[src/rtl/mbox_pkg.sv]
package mbox_pkg;
   typedef enum logic {SIDE_LT = 1'b0, SIDE_RT = 1'b1} side_e;

   // Mailbox word owned by a side: the two topmost addresses, left below right.
   function automatic int unsigned mbox_word(input int unsigned aw, input side_e s);
      return (32'd1 << aw) - 32'd2 + ((s == SIDE_RT) ? 32'd1 : 32'd0);
   endfunction
endpackage

[src/rtl/mbox_port_dec.sv]
module mbox_port_dec #(
   parameter int unsigned ADDR_W    = 11,
   parameter int unsigned OWN_WORD  = 2046,
   parameter int unsigned PEER_WORD = 2047
) (
   input  logic              en,
   input  logic              oe,
   input  logic              wr,
   input  logic              busy,
   input  logic [ADDR_W-1:0] addr,
   output logic              post,
   output logic              take
);
   localparam logic [ADDR_W-1:0] OWN_A  = ADDR_W'(OWN_WORD);
   localparam logic [ADDR_W-1:0] PEER_A = ADDR_W'(PEER_WORD);

   initial begin
      if (OWN_WORD == PEER_WORD)
         $error("mbox_port_dec: own and peer mailbox must differ");
   end

   logic granted;
   assign granted = en & ~busy;
   assign post    = granted & wr & (addr == PEER_A);
   assign take    = granted & oe & (addr == OWN_A);
endmodule

[src/rtl/mbox_flag.sv]
module mbox_flag (
   input  logic clk,
   input  logic rst_n,
   input  logic set,
   input  logic clr,
   output logic q
);
   always_ff @(posedge clk or negedge rst_n) begin
      if (!rst_n)   q <= 1'b0;
      else if (set) q <= 1'b1;
      else if (clr) q <= 1'b0;
   end

   AST_SET_WINS: assert property (@(posedge clk) disable iff (!rst_n)
      set |=> q);
   AST_CLR_DROPS: assert property (@(posedge clk) disable iff (!rst_n)
      (clr && !set) |=> !q);
   AST_IDLE_HOLDS: assert property (@(posedge clk) disable iff (!rst_n)
      (!set && !clr) |=> $stable(q));
endmodule

[src/rtl/mbox_irq_flags.sv]
module mbox_irq_flags #(
   parameter int unsigned ADDR_W  = 11,
   parameter bit          MBOX_EN = 1'b1
) (
   input  logic              clk,
   input  logic              rst_n,
   input  logic              lt_en,
   input  logic              lt_oe,
   input  logic              lt_wr,
   input  logic [ADDR_W-1:0] lt_addr,
   input  logic              lt_busy,
   input  logic              rt_en,
   input  logic              rt_oe,
   input  logic              rt_wr,
   input  logic [ADDR_W-1:0] rt_addr,
   input  logic              rt_busy,
   output logic              lt_irq,
   output logic              rt_irq
);
   import mbox_pkg::*;

   localparam int unsigned LT_WORD = mbox_word(ADDR_W, SIDE_LT);
   localparam int unsigned RT_WORD = mbox_word(ADDR_W, SIDE_RT);

   initial begin
      if (ADDR_W < 2 || ADDR_W > 30)
         $error("mbox_irq_flags: ADDR_W out of range");
   end

   generate
      if (MBOX_EN) begin : g_mbox
         logic lt_post, lt_take, rt_post, rt_take;

         mbox_port_dec #(.ADDR_W(ADDR_W), .OWN_WORD(LT_WORD), .PEER_WORD(RT_WORD)) i_lt_dec (
            .en(lt_en), .oe(lt_oe), .wr(lt_wr), .busy(lt_busy), .addr(lt_addr),
            .post(lt_post), .take(lt_take));

         mbox_port_dec #(.ADDR_W(ADDR_W), .OWN_WORD(RT_WORD), .PEER_WORD(LT_WORD)) i_rt_dec (
            .en(rt_en), .oe(rt_oe), .wr(rt_wr), .busy(rt_busy), .addr(rt_addr),
            .post(rt_post), .take(rt_take));

         // A side's flag is set by the peer's post and cleared by its own take.
         mbox_flag i_lt_flag (.clk(clk), .rst_n(rst_n), .set(rt_post), .clr(lt_take), .q(lt_irq));
         mbox_flag i_rt_flag (.clk(clk), .rst_n(rst_n), .set(lt_post), .clr(rt_take), .q(rt_irq));

         AST_BOTH_BUSY_FREEZE: assert property (@(posedge clk) disable iff (!rst_n)
            (lt_busy && rt_busy) |=> ($stable(lt_irq) && $stable(rt_irq)));
         AST_PEER_WRITE_RAISES: assert property (@(posedge clk) disable iff (!rst_n)
            (rt_en && rt_wr && !rt_busy && rt_addr == ADDR_W'(LT_WORD)) |=> lt_irq);
         AST_LEFT_WRITE_RAISES: assert property (@(posedge clk) disable iff (!rst_n)
            (lt_en && lt_wr && !lt_busy && lt_addr == ADDR_W'(RT_WORD)) |=> rt_irq);
      end else begin : g_off
         assign lt_irq = 1'b0;
         assign rt_irq = 1'b0;
         AST_FLAGS_OFF: assert property (@(posedge clk) disable iff (!rst_n)
            1'b1 |=> (!lt_irq && !rt_irq));
      end
   endgenerate
endmodule

[config.mk]
export PLATFORM = sky130hd
export DESIGN_NAME = mbox_irq_flags
export DESIGN_NICKNAME = d
export VERILOG_FILES = /design/src/rtl/mbox_pkg.sv /design/src/rtl/mbox_port_dec.sv /design/src/rtl/mbox_flag.sv /design/src/rtl/mbox_irq_flags.sv
export SDC_FILE = /design/constraint.sdc
export NUM_CORES = 1
export LEC_CHECK = 0
export BUFFER_PORTS_ARGS = -buffer_cell sky130_fd_sc_hd__buf_2
export CORE_AREA = 2 2 39 41
export CTS_CLUSTER_SIZE = 24
export DETAILED_ROUTE_END_ITERATION = 6
export DIE_AREA = 0 0 41 43
export PLACE_DENSITY = 0.46
export SLEW_MARGIN = 20
export SYNTH_ARGS = -nofsm -noshare
export SYNTH_HDL_FRONTEND = slang
export SYNTH_HIERARCHICAL = 1
export SYNTH_SLANG_ARGS = --single-unit
[constraint.sdc]
create_clock -name clk -period 0.8 [get_ports clk]
set_input_delay 0.04 -clock clk [delete_from_list [all_inputs] [get_ports clk]]
set_output_delay 0.04 -clock clk [all_outputs]
set_load 0.01 [all_outputs]
# ---- After elaboration in Yosys (flattened, before gate mapping)
# Index checks and enable logic that the tools add are counted.
dict set report totals {
  reg_bits 2
}
dict set report classes {
  n_mux 4
  n_reduce_logical 2
  bitwise_logic 12
  eq_ne 4
}
# operator n
set op_table {}
lappend op_table {{$eq A11 B11 Y1 const B} 4}
lappend op_table {{$and A1 B1 Y1} 10}
lappend op_table {{$mux W1} 4}
lappend op_table {{$reduce_bool A2 Y1} 2}
lappend op_table {{$not A1 Y1} 2}

# ---- Logic depth before layout (Yosys ltp)
# Gate-level depths: netlist (run 1).
dict set report logic_depth {
  depth_word 6
  mapped_depth 4
  mapped_depth_nobuf 4
}

# ---- By module
# The synthesis (run 1) kept the hierarchy.
# module area_each_um2 cells_each instances seq_area_each_um2
set modules_own_cells {}
lappend modules_own_cells {mbox_port_dec 46.3 7 2 0.0}
lappend modules_own_cells {mbox_flag 36.3 3 2 25.0}

# ---- Least setup slack after synthesis (run 1)
# OpenSTA, ideal clock, no wires.
dict set report synth_timing {
  kind {input-to-reg}
  from {in lt_busy}
  to {reg g_mbox.i_lt_flag.q}
  t_arrival_ns 0.600
  n_path_buf 0
  stages 4
  required_time_ns 0.682
  setup_slack_ns 0.082
  path_cell_list {nand3b_1 -> nor4_1 -> inv_1 -> a21o_1}
}
dict set report synth_via {
  elab_chain_cells 5
}
# item line
set synth_lines {}
lappend synth_lines {{start, declared} mbox_irq_flags.sv:11} ;# input logic lt_busy,
lappend synth_lines {{$not A1 Y1} mbox_port_dec.sv:23} ;# assign granted = en & ~busy;
lappend synth_lines {{$and A1 B1 Y1} mbox_port_dec.sv:23}
lappend synth_lines {{$and A1 B1 Y1 (2 in series)} mbox_port_dec.sv:25} ;# assign take = granted & oe & (addr == OWN_A);
lappend synth_lines {{named net g_mbox.lt_take} mbox_irq_flags.sv:32} ;# logic lt_post, lt_take, rt_post, rt_take;
lappend synth_lines {{$reduce_bool A2 Y1 (no source line)} n/a}
lappend synth_lines {{end signal, assigned} mbox_flag.sv:9} ;# if (!rst_n) q <= 1'b0;
lappend synth_lines {{end signal, assigned} mbox_flag.sv:10} ;# else if (set) q <= 1'b1;
lappend synth_lines {{end signal, assigned} mbox_flag.sv:11} ;# else if (clr) q <= 1'b0;
lappend synth_lines {{end, declared} mbox_flag.sv:6} ;# output logic q
# The timed path passes the listed nets, and every way through them passes these cells.
# A chain may end at the register's enable or synchronous reset.

# ---- Final worst setup path (run 1)
dict set report layout_timing {
  from {reg g_mbox.i_rt_flag.q}
  to {out rt_irq}
}
# item line
set layout_lines {}
lappend layout_lines {{start, declared} mbox_flag.sv:6}
lappend layout_lines {{start signal, assigned} mbox_flag.sv:9}
lappend layout_lines {{start signal, assigned} mbox_flag.sv:10}
lappend layout_lines {{start signal, assigned} mbox_flag.sv:11}
lappend layout_lines {{end, declared} mbox_irq_flags.sv:18} ;# output logic rt_irq
# No word-level cell between the ends.

==> results of run 1 <==
-- worst max-delay path by stage --
stage / startpoint / end / slack [ps] / cells after the start
global placement: lt_busy / g_mbox.i_lt_flag/q / -90 / 5
finish: g_mbox.i_rt_flag/q / rt_irq / 40 / 1
detailed placement: rt_addr[10] / g_mbox.i_rt_flag/q / -80 / 5
CTS: g_mbox.i_rt_flag/q / rt_irq / 30 / 1
floorplan: lt_busy / g_mbox.i_lt_flag/q / 80 / 4
global route: rt_addr[10] / g_mbox.i_rt_flag/q / 5 / 5
-- report_power, final --
part | internal [W] | switching, W | total (W)
registers | 0.000102 | 0.000000204 | 0.000103
clock network | 0.000165 | 0.0000495 | 0.000214
logic | 0.0000646 | 0.0000304 | 0.0000950
total | 0.000332 | 0.0000802 | 0.000412
-- area by class of cell --
class,instances,area [um^2]
repair buffers,34,175
fillers,162,1000
inverters,2,7.51
clock buffers,3,22.5
multi-input cells,16,108
well taps,16,20.0
flip-flops and latches,2,50.0
-- registers in the layout, summed over array words and instances (netlist names) --
register            flops
g_mbox.i_lt_flag/q      1
g_mbox.i_rt_flag/q      1
-- cell usage after synthesis --
library cell,number
a21o_1,2
dfrtp_1,2
inv_1,2
nand3_1,2
nand3b_1,2
nand4_1,4
nand4b_1,2
nor4_1,4
-- cell usage in the layout, fill, tap and decap left out, drive strengths merged --
master       count
inv              2
dlygate4sd3      1
nor4             4
nand4b           2
a21o             2
nand4            4
nand3b           2
clkbuf           3
nand3            2
dfrtp            2
buf             33
-- cell families (layout without fill, tap and decap cells) --
kind of cell | after synthesis | count (layout) | share of synthesized area, %
flip-flops | 2 | 2 | 30.3
buffers and inverters | 2 | 39 | 4.55
AND/OR/NAND/NOR | 14 | 14 | 56.1
AO/OA/AOI/OAI | 2 | 2 | 9.09
-- routing by layer --
layer	up-vias	global-route usage [%]
li1	158	-
met1	132	6.11
met2	19	14.7
met3	0	3.66
met4	0	6.00
met5	-	0
-- metrics by stage --
step	area (um^2)	setup WS [ps]
final	383	38.2
after global routing	383	4.81
after global placement	350	-88.0
after floorplan	165	82.0
after detailed placement	350	-83.1
after CTS	383	26.0
==> impl_summary.md, run 1 <==
Placed design
Input and output buffers added on the ports amount to 33. The post-placement cell count is 69. The routability congestion estimate is 0.545.

Clock tree
The number of buffers on the longest clock path is 2. The later-pin clock latency in the skew report is 220 ps. Gates resized during post-CTS repair numbered 0.

The number of setup buffers added after CTS is 0. The number of levels in the clock H-tree is 1. The number of sinks driven by the clock tree is 2. TritonCTS built the clock tree. The cts-stage hold buffer count is 1. Clock tree synthesis selected as its root buffer the cell clkbuf_4. The number of buffers added by the clock tree synthesis step is 3. The clock transition time at the flip-flop clock pins of the worst setup and hold paths is 30 ps.

STA
The post-route setup TNS is 0 ps. For the pin with the worst max-slew slack, the measured transition is 274 ps. The smallest clock period supported by the final layout is computed as 762 ps. The final setup skew is 0 ps.

The ratio of final minimum period to clock period is 95.2%. The setup violation total in the final timing report is 0. The number of max-slew violations in the final report was 0. Setup repair after global routing left no endpoint under its margin. The final-report hold violation count is 0. The final hold slack is 153 ps.

The maximum achievable frequency is 1.31 GHz. The worst pin sits at a relative slew slack of 81.6%.

Routing
The highest layer touched by signal routing is met3. The routed length on met3 is 83 um. The number of vias after detailed routing is 309.

The first detailed-routing pass ran for 2 iterations. After detailed routing, the total wire length is 601 um. After the first detailed-routing iteration, the DRC count stood at 1. The number of nets with antenna violations after routing is 0. The routed wirelength normalized by instance count is 8.23 um. In the routed layout, each cell is associated on average with a via count of 4.23. After detailed routing, the number of remaining DRC violations is 0. The detailed-routed wire length on met2 is 314 um. After detailed routing, the wire length on met1 is 203 um.

Setup path
STA puts the critical path data required time at 760 ps. The endpoint identified for the worst register-to-register timing path is g_mbox.i_rt_flag/q. The worst register-to-register path has a setup slack of 140 ps. The depth of the most critical reg-to-reg path is 1. The worst-path cell with the longest stage delay is dfrtp_1. The critical path goes through buf_2. In this run the critical register-to-register path is launched from g_mbox.i_rt_flag/q.

The family with the most delay on the worst path is flip-flops. The kind of launch point of the worst setup path is a flip-flop. The longest individual stage delay on the worst path is 370 ps. The start-to-end type of the worst setup path is reg -> out. The number of buffers and inverters on the critical path is 1. The endpoint kind of the worst setup timing path is a primary output. Of all nets on the critical path, the largest fanout is 2. Data arrives at the worst endpoint at 720 ps.

Global route
The number of antenna violations at the first check in global routing is 0. The number of global-route vias before repair was 292. The aggregate global routing overflow is 0. Entering global routing, the biggest net connects 3 pins.

The global-route wire length before repair is 959 um. The global-route usage over all layers is 8.23%.

Power and ir drop
The sum of internal, switching and leakage power is 0.000412 W. In this run the power density over the cells is 1080 mW/mm^2. For this design the static power due to leakage is 0.211 nW. The worst-case vdd ir drop is 622 uV.

Layout
The area growth from synthesis to layout is 132%. The number of cells in the finished layout apart from fillers is 73. Cells fill 27.7% of the core in the end. The number of antenna diodes is 0. The final layout net count is 91. The post-route netlist has 63.2% of its cells at a drive strength greater than 1.

Logic synthesis
In this run the cell area of the synthesized design comes to 165 um^2. The largest area contributor in the synthesized netlist is dfrtp_1. The portion of synthesized cell area occupied by the leading cell type is 30.3%. The number of warning messages in the yosys log is 6. Yosys mapped the design onto 8 distinct sky130hd cell types. The synthesis-stage register bit count is 2. For this run, the register share of the synthesized area comes to 30.3%.

The synthesized net count is 52. The number of cells produced by synthesis is 20. The average cell area after synthesis is 8.26 um^2. After synthesis, the cell types taking the most area are dfrtp_1 30%, nand4_1 15%, nor4_1 15%.

Run
Max-cap violations in this run came to 0.

Die
The area enclosed by the die boundary is 0.00176 mm^2. The cell row count is 14. For this configuration, the core starts out at a cell density of 11.9%. The placeable core region is 0.00138 mm^2.

The die height is 43 um. The number of top-level pins is 34. The horizontal extent of the die is 41 um.

Min path
The class of the worst hold path is in -> async.

Outcome
The flow ran to the end, and the final reports show no timing, DRC or antenna violations.
Power figures use the tool's default switching activity.
==> inputs of run 2 (changes only) <==
--- a/config.mk
+++ b/config.mk
@@ -10,9 +10,9 @@
 export CTS_CLUSTER_SIZE = 24
 export DETAILED_ROUTE_END_ITERATION = 6
 export DIE_AREA = 0 0 41 43
-export PLACE_DENSITY = 0.46
+export PLACE_DENSITY = 0.45
+export REMOVE_ABC_BUFFERS = 1
 export SLEW_MARGIN = 20
 export SYNTH_ARGS = -nofsm -noshare
 export SYNTH_HDL_FRONTEND = slang
-export SYNTH_HIERARCHICAL = 1
 export SYNTH_SLANG_ARGS = --single-unit
==> impl_summary.md, run 2 <==
Logic synthesis
The main flop type after synthesis is dfrtp_1. The async set-reset flop share out of synthesis is 100% (unchanged). The count of unique library cells instantiated by Yosys is 9 (+1). The portion of synthesized cell area occupied by the leading cell type is 33.1% (+2.8 points).

The synthesis-stage register bit count was 2 (unchanged). Yosys attributes the largest share of cell area to dfrtp_1 33%, nand4_1 17%, a32o_1 13%. The number of cells produced by synthesis was 17 (-15%). The proportion of synthesized chip area in sequential cells is 33.1% (+2.8 points).

The most numerous cell in the Yosys netlist is nand4_1. The cell area after technology mapping is 151 um^2 (-8.3%). The number of warning messages in the yosys log was 0 (-6).

The average cell area after synthesis is 8.91 um^2 (+7.8%). The largest area contributor in the synthesized netlist is dfrtp_1. The number of enable-type register cells in the synthesized netlist is 0 (unchanged).

Routing
The highest layer touched by signal routing is met3. The number of vias after detailed routing is 320 (+3.6%). The total detailed-routing wirelength came to 830 um (+38%). The detailed-routed wire length on met2 is 257 um (-18%). The average vias per placed instance is 4.27 (+0.80%). The routed length on met3 is 208 um (+150%).

The number of nets with antenna violations after routing was 0 (unchanged). The DRC violation count after routing came to 0 (unchanged). The number of design-rule violations left by the first detailed-router iteration was 4 (+3). The wire length on met1 was 364 um (+79%). The routed wirelength normalized by instance count is 11.1 um (+34%).

The detailed-router iteration count before antenna repair is 4 (+2).

Power and ir drop
The internal power component is 0.000359 W (+8.2%). The switching power came to 0.0000953 W (+19%). The sum of internal, switching and leakage power is 0.000454 W (+10%). The power share of the sequential group came to 22.6% (-2.3 points). The logic gate share of total power came to 27.9% (+4.8 points). The ratio of total power to cell area was 989 mW/mm^2 (-8.1%).

The worst-case vdd ir drop is 440 uV (-29%). The leakage power of the design is 0.241 nW (+14%). The part of the power in the clock network is 49.5% (-2.5 points).

The switching share of total power came to 21.0% (+1.5 points).

Placed design
The routability congestion estimate is 0.718 (+32%). The wire-length estimate of the detail-placed layout is 708 um. The post-placement cell count is 69 (unchanged). The area after detailed placement is 359 um^2 (+2.5%). The minimum setup slack after placement is -382 ps (-299 ps). The quantity of I/O buffers inserted on ports is 33 (unchanged).

Layout
The share of post-route cells with drive strength above 1 is 74.6% (+11 points). The library cell used most frequently in the layout, excluding fill and tap cells, is buf_2. The number of cells in the finished layout apart from fillers came to 75 (+2.7%).

The largest registers in the layout are g_mbox.i_lt_flag.q x1, g_mbox.i_rt_flag.q x1. The final layout net count came to 93 (+2.2%). The final non-filler cell area was 459 um^2 (+20%). The number of antenna diodes came to 0 (unchanged). In the layout the commonest cells are 27 x buf_2, 6 x buf_6, 5 x buf_4. Relative to the synthesized area, the layout overhead comes to 203%.

Min path
The class of the worst hold path is in -> reg. The endpoint with the worst hold slack is g_mbox.i_lt_flag.q. The worst hold path depth is 2. The worst hold path begins at rt_wr.

STA
The actual transition at the worst max-transition pin is 215 ps (-59.0 ps). The maximum achievable frequency is 1.11 GHz (-15%). The setup violation total in the final timing report is 2 (+2). The shortest period the worst path allows is 898 ps (+137 ps). The final setup skew came to 0 ps (unchanged). The worst-case headroom to the max-slew limit came to 85.6% (+4.0 points).

The number of max-slew violations in the final report is 0 (unchanged). Setup repair after global routing could not meet its margin everywhere. The final-report hold violation count was 0 (unchanged). The final hold slack is 63.0 ps (-90.3 ps). The smallest setup slack after layout is -98.3 ps (-137 ps). The ratio of final minimum period to clock period is 112% (+17 points).

Outcome
The checks that failed: negative setup slack. The run finished, with violations left.

Global route
The global-route wire length before repair came to 1010 um (+5.0%). The aggregate global routing overflow is 0 (unchanged). The global-route usage over all layers came to 9.44% (+1.2 points). The largest net degree at the start of global routing is 3 (unchanged). The number of antenna violations at the first check in global routing is 0 (unchanged). The number of global-route vias before repair is 237 (-19%).

Setup path
The internal reg-to-reg setup slack is 100 ps (-40 ps). The number of buffers and inverters on the critical path came to 1 (unchanged). The start-to-end type of the worst setup path is in -> reg. Grouping stages by cell kind, the critical path spends the most delay in simple AND/OR/NAND/NOR gates. The worst setup path is launched from an input port. The depth of the most critical reg-to-reg path was 1 (unchanged). The worst register-to-register path ends at g_mbox.i_rt_flag.q.

The endpoint required time on the critical path is 910 ps (+150 ps). The endpoint kind of the worst setup timing path is a flip-flop. Traced cell by cell, the critical path runs through buf_6 > nand4b_1 > or4_4 > a32o_1. The worst-path cell with the longest stage delay is or4_4. In this run the critical register-to-register path is launched from g_mbox.i_rt_flag.q. The longest individual stage delay on the worst path is 490 ps (+120 ps). The arrival time at the worst endpoint is 1000 ps (+280 ps). The largest driver fanout on the critical path is 2 (unchanged).

Run
The max capacitance violation total is 0 (unchanged).

Die
The cell row count is 14 (unchanged). The initial core utilization is 10.9% (-0.99 points). The die height is 43 um (unchanged). The number of top-level pins is 34 (unchanged).

The placeable core region is 0.00138 mm^2 (unchanged). The area enclosed by the die boundary came to 0.00176 mm^2 (unchanged). The horizontal extent of the die is 41 um (unchanged).

Clock tree
The clock transition time at the flip-flop clock pins of the worst setup and hold paths is 30 ps (about the same). The number of levels in the clock H-tree came to 1 (unchanged). The root buffer cell is clkbuf_4. The number of sinks driven by the clock tree came to 2 (unchanged). The CTS tree is yes. The number of buffers added by the clock tree synthesis step came to 3 (unchanged). The number of buffers on the longest clock path is 2 (unchanged). The later-pin clock latency in the skew report was 230 ps (about the same).
[run 2: kinds of logic after synthesis]
family,after synthesis,synth area share [%]
compound gates,2,13.2
flops,2,33.1
buf+inv,1,2.48
simple gates,12,51.2
[run 2: power by group through the flow]
stage	registers [W]	logic (W)	clock network, W
floorplan	0.000104	0.0000114	0
global placement	0.000104	0.0000960	0
detailed placement	0.000104	0.0000958	0
CTS	0.000103	0.000118	0.000237
global route	0.000103	0.000140	0.000247
finish	0.000103	0.000127	0.000225
[run 2: repair_timing]
action | in CTS | in global routing
buffers inserted | 2 | 0
setup endpoints to repair | 2 | 2
hold buffers | 1 | 0
hold endpoints to repair | 2 | 0
pin swaps | 5 | 2
gates resized for setup | 5 | 4
[run 2: area by class of cell]
cell class                 count  area (um^2)
clock buffer                   3         22.5
sequential                     2         50.0
multi-input combinational     14          113
tap                           16         20.0
timing repair buffer          39          250
inverter                       1         3.75
fill                         149          925
[run 2: through the flow]
stage	util [%]	TNS, ps
floorplan	-	-410
global placement	25.9	-705
detailed placement	25.9	-722
CTS	31.6	-148
global route	33.2	-232
finish	33.2	-181
[run 2: worst max path at each step]
stage	depth (start not counted)	to	slack [ps]	startpoint
detailed placement	4	g_mbox.i_rt_flag.q	-380	rt_busy
CTS	4	g_mbox.i_rt_flag.q	-90	rt_busy
global route	4	g_mbox.i_rt_flag.q	-120	rt_busy
global placement	4	g_mbox.i_rt_flag.q	-360	rt_busy
finish	4	g_mbox.i_rt_flag.q	-100	rt_busy
floorplan	3	g_mbox.i_rt_flag.q	-230	rt_busy
[run 2: metal layers]
metal	vias to the layer above	track usage (%)
li1	158	-
met1	126	13.2
met2	36	9.06
met3	0	11.0
met4	0	2.00
met5	-	0
==> inputs of run 3 (changes only) <==
--- a/config.mk
+++ b/config.mk
@@ -10,7 +10,7 @@
 export CTS_CLUSTER_SIZE = 24
 export DETAILED_ROUTE_END_ITERATION = 6
 export DIE_AREA = 0 0 41 43
-export PLACE_DENSITY = 0.45
+export PLACE_DENSITY = 0.44
 export REMOVE_ABC_BUFFERS = 1
 export SLEW_MARGIN = 20
 export SYNTH_ARGS = -nofsm -noshare
==> constraint.sdc (replaced) <==
create_clock -name clk -period 1.2 [get_ports clk]
set_input_delay 0.06 -clock clk [delete_from_list [all_inputs] [get_ports clk]]
set_output_delay 0.06 -clock clk [all_outputs]
set_load 0.01 [all_outputs]
==> impl_summary.md, run 3 (synthesis gave the netlist of run 2 again) <==
Outcome
The run finished with clean final reports.

Clock tree
The count of instances resized after the clock tree is built is 0 (-5). The clock transition time at the flip-flop clock pins of the worst setup and hold paths is 30 ps (about the same). The number of buffers on the longest clock path is 2 (unchanged).

The number of levels in the clock H-tree is 1 (unchanged). The later-pin clock latency in the skew report is 230 ps (about the same). The number of buffers added by the clock tree synthesis step is 3 (unchanged). The CTS tree is yes. The total setup buffers inserted after CTS was 0 (-2).

The number of sinks driven by the clock tree was 2 (unchanged). The tree is rooted in a clkbuf_4.

Setup path
The endpoint required time on the critical path is 1310 ps (+400 ps). The largest driver fanout on the critical path is 2 (unchanged). The setup path with the least slack is of type in -> reg. The arrival time at the worst endpoint is 1080 ps (+80 ps).

The worst setup path is launched from an input port. The endpoint kind of the worst setup timing path is a flip-flop.

Layout
In the layout the commonest cells are 33 x buf_2, 4 x nand4_1, 3 x clkbuf_4. The area of the multi-input gates is 97.6 um^2 (-13%). The number of antenna diodes is 0 (unchanged).

The largest registers in the layout are g_mbox.i_lt_flag.q x1, g_mbox.i_rt_flag.q x1. The fill cell total of the finished layout is 164 (+10%). Leaving out fill and tap cells, the most frequent cell in the layout is buf_2.

The relative area change from synthesis to final layout is 144%. The final layout net count is 88 (-5.4%). The final core area utilization is 26.7% (-6.5 points). The share of post-route cells with drive strength above 1 is 66.7% (-7.9 points).

The area of all sequential standard cells is 50.0 um^2 (unchanged).

Die
The initial core utilization is 10.9% (unchanged). The area enclosed by the die boundary is 0.00176 mm^2 (unchanged). The placeable core region is 0.00138 mm^2 (unchanged). The cell row count is 14 (unchanged). The horizontal extent of the die was 41 um (unchanged). The number of top-level pins came to 34 (unchanged). The die height came to 43 um (unchanged).

Global route
The aggregate global routing overflow is 0 (unchanged). The number of antenna violations at the first check in global routing is 0 (unchanged). The global-route wire length before repair is 1120 um (+11%). The largest net degree at the start of global routing came to 3 (unchanged).

The number of global-route vias before repair is 300 (+27%). The global-route usage over all layers is 10.2% (+0.79 points).

Power and ir drop
The leakage power of the design came to 0.198 nW (-18%). The sum of internal, switching and leakage power is 0.000281 W (-38%). The ratio of total power to cell area is 761 mW/mm^2 (-23%). The worst-case vdd ir drop is 261 uV (-41%).

Routing
The average vias per placed instance is 4.37 (+2.5%). The number of design-rule violations left by the first detailed-router iteration came to 1 (-3). The number of nets with antenna violations after routing is 0 (unchanged). The number of vias after detailed routing is 306 (-4.4%).

The total detailed-routing wirelength is 766 um (-7.7%). The routed wirelength normalized by instance count was 10.9 um (-1.1%). The detailed-router iteration count before antenna repair is 2 (-2).

The DRC violation count after routing is 0 (unchanged).

STA
Setup repair after global routing left no endpoint under its margin. The shortest period the worst path allows is 971 ps. The setup violation total in the final timing report is 0 (-2). The smallest setup slack after layout is 229 ps (+327 ps).

Timing would allow up to 1.03 GHz. The post-route setup TNS was 0 ps (+181 ps). The final setup skew is 0 ps (unchanged). The actual transition at the worst max-transition pin is 222 ps (+7.11 ps). The worst-case headroom to the max-slew limit came to 85.1% (-0.48 points). The ratio of final minimum period to clock period is 80.9%. The number of max-slew violations in the final report is 0 (unchanged). The final-report hold violation count is 0 (unchanged).

Placed design
The routability congestion estimate came to 0.721 (+0.49%). The minimum setup slack after placement is -0.475 ps (+381 ps). The quantity of I/O buffers inserted on ports is 33 (unchanged).

Run
The max capacitance violation total is 0 (unchanged).

Min path
The class of the worst hold path is in -> reg.
==> run 3: worst max-delay path, cell delays in order <==
cell and delay, ps:
buf_2 90, nand4b_1 170, or4_1 540, a32o_1 220
==> run 3: final timing paths <==
path	end	cells past startpoint	start	slack, ps
worst max-delay path	g_mbox.i_rt_flag.q	4	rt_busy	230
worst min-delay path	g_mbox.i_lt_flag.q	2	rt_wr	80
worst max register to register	g_mbox.i_rt_flag.q	1	g_mbox.i_rt_flag.q	510
worst min register to register	g_mbox.i_lt_flag.q	1	g_mbox.i_lt_flag.q	490
max in group asynchronous	g_mbox.i_rt_flag.q	2	rst_n	950
min in group asynchronous	g_mbox.i_lt_flag.q	2	rst_n	150
==> run 3: power by group <==
| group | switching (W) | internal (W) |
|---|---|---|
| clock | 0.0000397 | 0.000110 |
| combinational | 0.0000203 | 0.0000420 |
| sequential | 0.000000137 | 0.0000683 |
==> run 3: cell type report <==
cell class                      count  area share [%]
Timing Repair Buffer               34            47.5
Multi-Input combinational cell     14            26.4
Sequential cell                     2            13.6
Clock buffer                        3            6.10
Tap cell                           16            5.42
Inverter                            1            1.02
==> run 3: routing by layer <==
| layer | wire [um] | vias to the layer above | global-route usage, % | part of all wire, % |
|---|---|---|---|---|
| li1 | - | 148 | - | - |
| met1 | 368 | 122 | 14.4 | 48 |
| met2 | 216 | 36 | 10.3 | 28 |
| met3 | 182 | 0 | 9.42 | 24 |
| met4 | 0 | 0 | 4.00 | 0 |
| met5 | 0 | - | 0 | 0 |
==> run 3: metrics by stage <==
| step | hold WS, ps | instances | area [um^2] |
|---|---|---|---|
| 2_1_floorplan | -236 | 17 | 151 |
| 3_3_place_gp | -150 | 66 | 337 |
| 3_5_place_dp | -151 | 66 | 337 |
| 4_1_cts | 76.2 | 70 | 369 |
| 5_1_grt | 82.8 | 70 | 369 |
| 6_report | 83.2 | 70 | 369 |
==> run 3: timing repair <==
action,CTS,global route
hold endpoints to repair,2,0
setup endpoints to repair,0,0
hold buffers,1,0
